## config.mk

```make
export PLATFORM = sky130hd
export DESIGN_NAME = vc_wrr_arbiter
export DESIGN_NICKNAME = d
export VERILOG_FILES = /design/src/rtl/vc_arb_pkg.sv /design/src/rtl/vc_tbl_store.sv /design/src/rtl/vc_wrr_phase.sv /design/src/rtl/vc_pick.sv /design/src/rtl/vc_wrr_arbiter.sv
export SDC_FILE = /design/constraint.sdc
export NUM_CORES = 1
export LEC_CHECK = 0
export BUFFER_PORTS_ARGS = -buffer_cell sky130_fd_sc_hd__buf_4
export CAP_MARGIN = 20
export CORE_ASPECT_RATIO = 1.1
export CORE_UTILIZATION = 30
export DETAILED_ROUTE_END_ITERATION = 8
export PLACE_DENSITY = 0.43
export SLEW_MARGIN = 20
export SYNTH_ARGS = -nofsm -noshare
export SYNTH_HDL_FRONTEND = slang
export SYNTH_SLANG_ARGS = --single-unit
```

## constraint.sdc

```tcl
create_clock -name clk -period 5.05 [get_ports clk]
set_input_delay 1.01 -clock clk [delete_from_list [all_inputs] [get_ports clk]]
set_output_delay 1.01 -clock clk [all_outputs]
set_load 0.05 [all_outputs]
```

## src/rtl/vc_arb_pkg.sv

```systemverilog
package vc_arb_pkg;

  typedef enum logic [1:0] {
    MODE_RR     = 2'd0,
    MODE_STRICT = 2'd1,
    MODE_WRR    = 2'd2
  } arb_mode_e;

  localparam logic [2:0] SEL_WRR32 = 3'b001;

  // Strict enable overrides the select field; only 001 picks the table mode
  function automatic arb_mode_e decode_mode(input logic strict_en,
                                            input logic [2:0] sel);
    if (strict_en)         return MODE_STRICT;
    else if (sel == SEL_WRR32) return MODE_WRR;
    else                   return MODE_RR;
  endfunction

endpackage

```

## src/rtl/vc_tbl_store.sv

```systemverilog
module vc_tbl_store #(
  parameter int PHASES = 32,
  parameter int CH_W   = 4,
  parameter int DW     = 32,
  localparam int WORDS = (PHASES * CH_W) / DW,
  localparam int AW    = (WORDS > 1) ? $clog2(WORDS) : 1,
  localparam int PH_W  = $clog2(PHASES)
) (
  input  logic            clk,
  input  logic            rst_n,
  input  logic            wr_en,
  input  logic [AW-1:0]   wr_addr,
  input  logic [DW-1:0]   wr_data,
  input  logic            load_cmd,
  input  logic [PH_W-1:0] rd_phase,
  output logic [CH_W-1:0] rd_owner,
  output logic            pending,
  output logic            busy
);

  logic [DW-1:0]           stage_q [WORDS];
  logic [DW-1:0]           work_q  [WORDS];
  logic [WORDS*DW-1:0]     work_flat;
  logic                    pend_q;
  logic                    busy_q;

  // Busy lasts exactly one cycle per command: the copy cycle
  always_ff @(posedge clk or negedge rst_n) begin
    if (!rst_n) busy_q <= 1'b0;
    else        busy_q <= load_cmd;
  end

  // A write always wins over the clear done by the copy
  always_ff @(posedge clk or negedge rst_n) begin
    if (!rst_n)      pend_q <= 1'b0;
    else if (wr_en)  pend_q <= 1'b1;
    else if (busy_q) pend_q <= 1'b0;
  end

  for (genvar w = 0; w < WORDS; w++) begin : g_word
    always_ff @(posedge clk or negedge rst_n) begin
      if (!rst_n) begin
        stage_q[w] <= '0;
      end else if (wr_en && (int'(wr_addr) == w)) begin
        stage_q[w] <= wr_data;
      end
    end

    always_ff @(posedge clk or negedge rst_n) begin
      if (!rst_n)      work_q[w] <= '0;
      else if (busy_q) work_q[w] <= stage_q[w];
    end

    assign work_flat[w*DW +: DW] = work_q[w];
  end

  assign rd_owner = work_flat[int'(rd_phase)*CH_W +: CH_W];
  assign pending  = pend_q;
  assign busy     = busy_q;

endmodule

```

## src/rtl/vc_wrr_phase.sv

```systemverilog
module vc_wrr_phase #(
  parameter int PHASES = 32,
  parameter int NUM_CH = 16,
  parameter int CH_W   = 4,
  localparam int PH_W  = $clog2(PHASES)
) (
  input  logic              clk,
  input  logic              rst_n,
  input  logic              advance,
  input  logic [CH_W-1:0]   owner,
  input  logic [NUM_CH-1:0] req,
  output logic [PH_W-1:0]   phase,
  output logic [NUM_CH-1:0] gnt
);

  logic [PH_W-1:0] phase_q;

  function automatic logic [PH_W-1:0] next_phase(input logic [PH_W-1:0] p);
    if (p == PH_W'(PHASES - 1)) return '0;
    else                        return p + 1'b1;
  endfunction

  function automatic logic [NUM_CH-1:0] slot_grant(input logic [CH_W-1:0] o,
                                                   input logic [NUM_CH-1:0] r);
    logic [NUM_CH-1:0] g;
    g = '0;
    for (int c = 0; c < NUM_CH; c++) begin
      if (int'(o) == c) g[c] = r[c];
    end
    return g;
  endfunction

  always_ff @(posedge clk or negedge rst_n) begin
    if (!rst_n)       phase_q <= '0;
    else if (advance) phase_q <= next_phase(phase_q);
  end

  assign phase = phase_q;
  assign gnt   = slot_grant(owner, req);

endmodule

```

## src/rtl/vc_pick.sv

```systemverilog
module vc_pick #(
  parameter int NUM_CH = 16,
  localparam int IW    = $clog2(NUM_CH)
) (
  input  logic              clk,
  input  logic              rst_n,
  input  logic [NUM_CH-1:0] req,
  input  logic              hist_upd,
  input  logic [IW-1:0]     hist_idx,
  output logic [NUM_CH-1:0] rr_gnt,
  output logic [NUM_CH-1:0] strict_gnt
);

  logic [IW-1:0] last_q;

  function automatic logic [NUM_CH-1:0] pick_highest(input logic [NUM_CH-1:0] r);
    logic [NUM_CH-1:0] g;
    logic              hit;
    g   = '0;
    hit = 1'b0;
    for (int c = NUM_CH - 1; c >= 0; c--) begin
      if (!hit && r[c]) begin
        g[c] = 1'b1;
        hit  = 1'b1;
      end
    end
    return g;
  endfunction

  function automatic logic [NUM_CH-1:0] pick_rotate(input logic [NUM_CH-1:0] r,
                                                    input logic [IW-1:0] last);
    logic [NUM_CH-1:0] g;
    logic              hit;
    int                idx;
    g   = '0;
    hit = 1'b0;
    for (int k = 1; k <= NUM_CH; k++) begin
      idx = (int'(last) + k) % NUM_CH;
      if (!hit && r[idx]) begin
        g[idx] = 1'b1;
        hit    = 1'b1;
      end
    end
    return g;
  endfunction

  always_ff @(posedge clk or negedge rst_n) begin
    if (!rst_n)        last_q <= IW'(NUM_CH - 1);
    else if (hist_upd) last_q <= hist_idx;
  end

  assign rr_gnt     = pick_rotate(req, last_q);
  assign strict_gnt = pick_highest(req);

endmodule

```

## src/rtl/vc_wrr_arbiter.sv

```systemverilog
module vc_wrr_arbiter #(
  parameter int NUM_CH = 16,
  parameter int CH_W   = 4,
  parameter int PHASES = 32,
  parameter int DW     = 32
) (
  input  logic                                  clk,
  input  logic                                  rst_n,
  input  logic                                  strict_en,
  input  logic [2:0]                            mode_sel,
  input  logic                                  cfg_wr_en,
  input  logic [$clog2(PHASES*CH_W/DW)-1:0]     cfg_wr_addr,
  input  logic [DW-1:0]                         cfg_wr_data,
  input  logic                                  load_cmd,
  input  logic [NUM_CH-1:0]                     req,
  output logic [NUM_CH-1:0]                     gnt,
  output logic [$clog2(PHASES)-1:0]             phase_ptr,
  output logic                                  tbl_pending,
  output logic                                  load_busy
);
  import vc_arb_pkg::*;

  localparam int PH_W = $clog2(PHASES);
  localparam int IW   = $clog2(NUM_CH);

  arb_mode_e         mode;
  logic              wrr_active;
  logic              grant_fire;
  logic [CH_W-1:0]   slot_owner;
  logic [NUM_CH-1:0] wrr_gnt;
  logic [NUM_CH-1:0] rr_gnt;
  logic [NUM_CH-1:0] strict_gnt;
  logic [IW-1:0]     gnt_idx;

  function automatic logic [IW-1:0] onehot_index(input logic [NUM_CH-1:0] oh);
    logic [IW-1:0] i;
    i = '0;
    for (int c = 0; c < NUM_CH; c++) begin
      if (oh[c]) i = IW'(c);
    end
    return i;
  endfunction

  assign mode       = decode_mode(strict_en, mode_sel);
  assign wrr_active = (mode == MODE_WRR);

  vc_tbl_store #(.PHASES(PHASES), .CH_W(CH_W), .DW(DW)) u_store (
    .clk      (clk),
    .rst_n    (rst_n),
    .wr_en    (cfg_wr_en),
    .wr_addr  (cfg_wr_addr),
    .wr_data  (cfg_wr_data),
    .load_cmd (load_cmd),
    .rd_phase (phase_ptr),
    .rd_owner (slot_owner),
    .pending  (tbl_pending),
    .busy     (load_busy)
  );

  vc_wrr_phase #(.PHASES(PHASES), .NUM_CH(NUM_CH), .CH_W(CH_W)) u_phase (
    .clk     (clk),
    .rst_n   (rst_n),
    .advance (wrr_active),
    .owner   (slot_owner),
    .req     (req),
    .phase   (phase_ptr),
    .gnt     (wrr_gnt)
  );

  vc_pick #(.NUM_CH(NUM_CH)) u_pick (
    .clk        (clk),
    .rst_n      (rst_n),
    .req        (req),
    .hist_upd   (grant_fire),
    .hist_idx   (gnt_idx),
    .rr_gnt     (rr_gnt),
    .strict_gnt (strict_gnt)
  );

  always_comb begin
    unique case (mode)
      MODE_STRICT: gnt = strict_gnt;
      MODE_WRR:    gnt = wrr_gnt;
      default:     gnt = rr_gnt;
    endcase
  end

  assign grant_fire = |gnt;
  assign gnt_idx    = onehot_index(gnt);

endmodule


```

Yosys cells after proc, flatten, opt, wreduce, memory -nomap -nowiden --
Cells that the tools add are included.
Cells by class: add/subtract/negate cells 17, multiply operators 0, div/mod/pow operators 0, order comparisons 32, equality and inequality tests 22, shifts and indexed selects 1, multiplexer cells 178, bitwise gates (word level) 31, reductions and logical operators 100
Operator list (number):
- 16-bit 2-to-1 mux | 16
- 16-bit OR | 15
- 128-bit by 8-bit indexed part select with 4-bit output | 1
- 1-bit 2-to-1 mux | 112
- 5-bit by 6-bit < comparator with 1-bit output (second input constant) | 16
- 5-bit by 1-bit greater-or-equal comparator with 1-bit output (second input constant) | 16
- 1-bit binary-select mux with 4-bit select | 16
- 1-bit demux with 4-bit select | 16
- 4-bit OR reduction | 16
- 4-bit 2-to-1 mux | 14
- 1-bit logical AND | 50
- 4-bit adder (second input constant) | 8
- 4-bit equality test (second input constant) | 8
- 16-bit case mux with 2 select lines | 1
- 1-bit zero test | 30
- 4-bit by 3-bit adder with 4-bit output (second input constant) | 4
- 1-bit bitwise AND (first input constant) | 16
- 4-bit by 3-bit equality test with 1-bit output (second input constant) | 4
- 16-bit OR reduction | 1
- 4-bit by 1-bit adder with 4-bit output (second input constant) | 2
- 4-bit by 2-bit adder with 4-bit output (second input constant) | 2
- 4-bit by 2-bit equality test with 1-bit output (second input constant) | 2
- 2-bit equality test (second input constant) | 3
- 5-bit by 1-bit adder with 5-bit output (second input constant) | 1
- other kinds (9) | 11
Word-level totals: flip-flop bits (word level) 267, latch bits 0, RAM bits 0, ROM bits 0, input port bits 58, output and inout bits 23, word-level logic and storage cells 393, memories 0

Depth between registers and ports, before layout --
depth in word-level cells 68, gate-level depth with buffers 22, depth with buffers taken out 15

Cells and area by module --
Synthesis repeated with hierarchy kept, for this count alone.
Unflattened totals: cell total of the unflattened synthesis 1332, area total of the unflattened synthesis 15606.2 um^2
Modules (own cells, without submodules):
- vc_tbl_store | times used 1, cells each 600, area each 10482.6 um^2, sequential area each 6456.2 um^2
- vc_pick | times used 1, cells each 553, area each 3900.0 um^2, sequential area each 105.1 um^2
- vc_wrr_arbiter | times used 1, cells each 131, area each 789.5 um^2, sequential area each 0.0 um^2
- vc_wrr_phase | times used 1, cells each 48, area each 434.2 um^2, sequential area each 125.1 um^2

Least setup slack after synthesis --
OpenSTA, ideal clock, no wires.
path type reg2out, start point register u_pick.last_q[0], end point output port gnt[14], arrival 4.961 ns, data required time 4.040 ns, path slack -0.921 ns, cell stages (with the launch flop) 16, path buffers 5, cells stage by stage dfstp_2 buf_4 buf_6 buf_4 inv_1 ha_1 clkbuf_1 mux4_2 mux2_2 mux2_2 nor4_2 nand4_1 clkbuf_1 a211oi_1 a22oi_1 a32oi_1
Between the ends: longest elaborated chain between the ends 51, elaborated cells between the ends (all ways) 253, classes of those cells 16 x add/sub; 32 x order compare; 112 x mux; 31 x bitwise; 62 x reduce/logical
RTL lines:
- start: declaration | line vc_pick.sv:14 | logic [IW-1:0] last_q;
- start signal: assignment | line vc_pick.sv:48 | if (!rst_n) last_q <= IW'(NUM_CH - 1);
- start signal: assignment | line vc_pick.sv:49 | else if (hist_upd) last_q <= hist_idx;
- parallel branches: the longest is 49 deep, another holds 5-bit by 6-bit < comparator with 1-bit output
- 16-bit 2-to-1 mux (*) | line vc_pick.sv:39 | if (!hit && r[idx]) begin
- 16-bit case mux with 2 select lines (*) | line vc_wrr_arbiter.sv:81 | unique case (mode)
- end: declaration | line vc_wrr_arbiter.sv:16 | output logic [NUM_CH-1:0] gnt,
Every way passes the cells marked *. The select of a mux whose other input is x is not followed.

Final worst setup path --
start point register u_pick.last_q[1], end point output port gnt[9]
Same word-level chain as after synthesis.

==> results.md <==
* Gate power share at 71.4%
* Starting Density at 30.6%
* Final Util at 43.3%
* CTS Buffer Depth at 3
* Setup violators final at 16
* Initial antenna violation count at 1
* Pwr/cell area at 764 mW/mm^2
* First-pass iteration count of the detailed router at 5
* Flops & latches, synth at 267
* Unique masters post-synth at 92
* TritonCTS Buffers at 28
* Post-synth top cells: dfrtp_1, mux2_2, nand2_1, nor2_1, clkbuf_1
* Layout area overhead at 41.5%
* Post-Synthesis Cells at 1,384
* Remaining DRCs at 0
* CP Cell Sequence: buf_12 -> buf_12 -> mux4_2 -> buf_6 -> nor3b_2 -> a2111o_1 -> or4_4 -> buf_8 -> o41ai_4 -> o211ai_1 -> a32oi_4 -> buf_6
* Die Width at 221 um
* ANT nets after route at 0
* IO Pins at 81
* Fin. Hold Viols at 0
* Clk sinks at 267
* Dominant synthesized flop cell: dfrtp_1
* Skew final at 33.3 ps
* First-pass GRT wire length at 97.6 mm
* DR vias at 13,800
* Grt total ovfl at 0
* Clk pin slew, worst setup/hold paths at 60 ps
* Detail Placement HPWL at 51.1 mm
* Synthesized area at 0.0158 sq mm
* Status: complete, but fails checks
* Vias in the first global route at 14,000
* Nature of the critical path endpoint: output pin
* CP Max Fanout at 6
* Number of flops mapped to enable cells by yosys at 0
* Synth top area cells: dfrtp_1, mux2_2, mux4_2
* Synth warn at 0
* TritonCTS clock tree: yes
* Final Cycle Share at 113%
* WL/cell at 26.9 um
* Htree depth at 1
* Syn Area/Cell at 11.4 sq um
* F_max at 175 MHz
* Drt via density at 5.56
* Synth area leader: dfrtp_1
* Design Area, Final at 0.0224 sq mm
* Die height at 243 um
* Slew margin rel. at 26.6%
* Core footprint at 0.0517 sq mm
* Placed cell areas at 0.0199 sq mm
* Net Switching at 7890 uW
* Final setup margin at -656 ps
* Die ar. at 0.0537 sq mm
* Worst reg2reg setup slack at 80 ps
* Worst skew pair latency at 560 ps
* Largest net degree at the start of global routing at 105
* N_diodes at 0
* Max incr delay on CP at 630 ps
* Sequential cell fraction of total power at 17.1%
* Clk root buf: clkbuf_16
* Worst path slowest cell: dfstp_2
* Min Hold Slack at 473 ps
* Critical Path AT at 4700 ps
* Power share of the clock group at 11.6%
* Hold Path Class: input pin to async pin
* RR Startpoint: u_pick.last_q[2]
* Final wirelength at 67.1 mm
* Initial DRC Count at 981
* Leak pwr at 0.00947 uW
* Startpoint Class: register
* R2R cell count at 20
* Final-report max-slew violation count at 0
* Worst vdd ir at 0.337 mV
* Failing checks: setup timing
* Row cnt at 87
* Internal at 9230 uW
* Final worst path period need at 5710 ps
* Switching Share at 46.1%
* Syn nets at 1,460
* MaxCap Viol Count at 0
* Unrepaired setup endpoints after global routing: true
* I/O Buffers at 80
* Final nets at 1,882
* Post-synthesis async set-or-reset flop share at 100%
* Top delay family on crit path: compound AO/OA/AOI/OAI gates
* Total GRT Usage at 24.6%
* Buf/Inv on CP at 5
* Worst R2R End: u_pick.last_q[1]
* Top-count cell post-synth: dfrtp_1
* Yosys top cell area share at 41.6%
* CP required at 4040 ps
* Share of layout cells above drive strength 1 at 56.0%
* Slew @ Worst Pin at 1100 ps
* Sequential share of the synthesized area at 42.2%
* Placer Congestion at 0.985
* Worst setup path class: register to output pin
[state kept, by name (all words and copies together), names as in the netlist]
| signal | count |
|---|---|
| u_pick.last_q | 4 |
| u_store.pending | 1 |
| u_store.stage_q | 128 |
| u_store.busy | 1 |
| u_phase.phase | 5 |
| u_store.work_flat | 128 |
[worst register-to-register path, delay by kind of cell, from the launching register on]
kind	cells	cell delay [ps]
compound gates	4	1110
fa+ha+maj	1	360
buf+inv	9	1220
flops	1	580
mux	2	1120
simple gates	4	480
[how the worst max path moves through the flow]
stage	startpoint	to	depth (start not counted)
2_1_floorplan	u_pick.last_q[0]	gnt[12]	14
3_3_place_gp	req[8]	gnt[13]	13
3_5_place_dp	req[8]	gnt[13]	13
4_1_cts	u_pick.last_q[1]	gnt[9]	14
5_1_grt	u_pick.last_q[0]	gnt[9]	11
6_report	u_pick.last_q[1]	gnt[9]	12
[what timing repair did]
action,in CTS,in global routing
setup endpoints to repair,20,20
setup buffers,21,49
pin swaps,32,45
cloned,0,3
hold buffers,0,0
resized for setup,114,87
[layout make-up]
cell class | instances | area, sq um
Timing Repair Buffer | 493 | 4160
Tap cell | 667 | 835
Fill cell | 4882 | 29300
Multi-Input combinational cell | 987 | 9690
Sequential cell | 267 | 6700
Inverter | 29 | 129
Clock inverter | 9 | 88.8
Clock buffer | 38 | 798
[placed cells by master (no fill, tap or decap), types with 7 or more instances in the layout]
master / instances
mux4_2: 51
nor4_4: 12
o21ai_0: 19
nor3_1: 15
and3_1: 16
nor2b_1: 7
a21oi_1: 29
dfrtp_1: 260
buf_4: 433
o22ai_1: 8
nor3_4: 11
inv_1: 20
nor4_2: 8
o31ai_1: 13
mux2_2: 259
a31oi_1: 7
nor4_1: 15
o211ai_1: 13
nand3b_1: 8
clkbuf_16: 31
nand3_1: 37
ha_1: 15
nor2_1: 58
a22o_1: 7
buf_12: 16
mux2i_1: 26
and2_1: 14
buf_6: 30
nand4_1: 32
buf_8: 10
nand2_1: 85
[per-stage QoR]
step                      setup TNS, ps  setup WS (ps)  power, uW  std cells
final                             -8360           -656      17100       2490
after floorplan                   -2620           -471       8240       1384
after global placement            -7500           -821      13400       2374
after global routing              -9950           -768      17800       2490
after CTS                         -7850           -597      16000       2440
after detailed placement          -7260           -698      13300       2374
[power by group through the flow]
stage	registers, uW	logic, uW	clock network [uW]
after CTS	2920	11000	2060
after floorplan	2870	5370	0
after global placement	2940	10400	0
after detailed placement	2960	10300	0
after global routing	2990	12700	2130
final	2920	12200	1980
[layer usage]
metal | up-vias | part of all wire, % | global-route usage (%)
li1 | 6153 | - | -
met1 | 7058 | 41 | 30.5
met2 | 472 | 48 | 42.2
met3 | 163 | 4.9 | 2.64
met4 | 2 | 6.6 | 12.8
met5 | - | 0.013 | 0
[kinds of logic (layout without fill, tap and decap cells)]
family	after synthesis	after routing	share of synthesized area (%)
XOR/XNOR	13	13	0.719
AO/OA/AOI/OAI	232	232	11.3
flip-flops	267	267	42.2
buffers and inverters	130	569	3.69
adder cells (fa/ha/maj)	18	18	1.42
AND/OR/NAND/NOR	382	382	13.0
multiplexers	342	342	27.7
(Power assumes the default switching activity.)
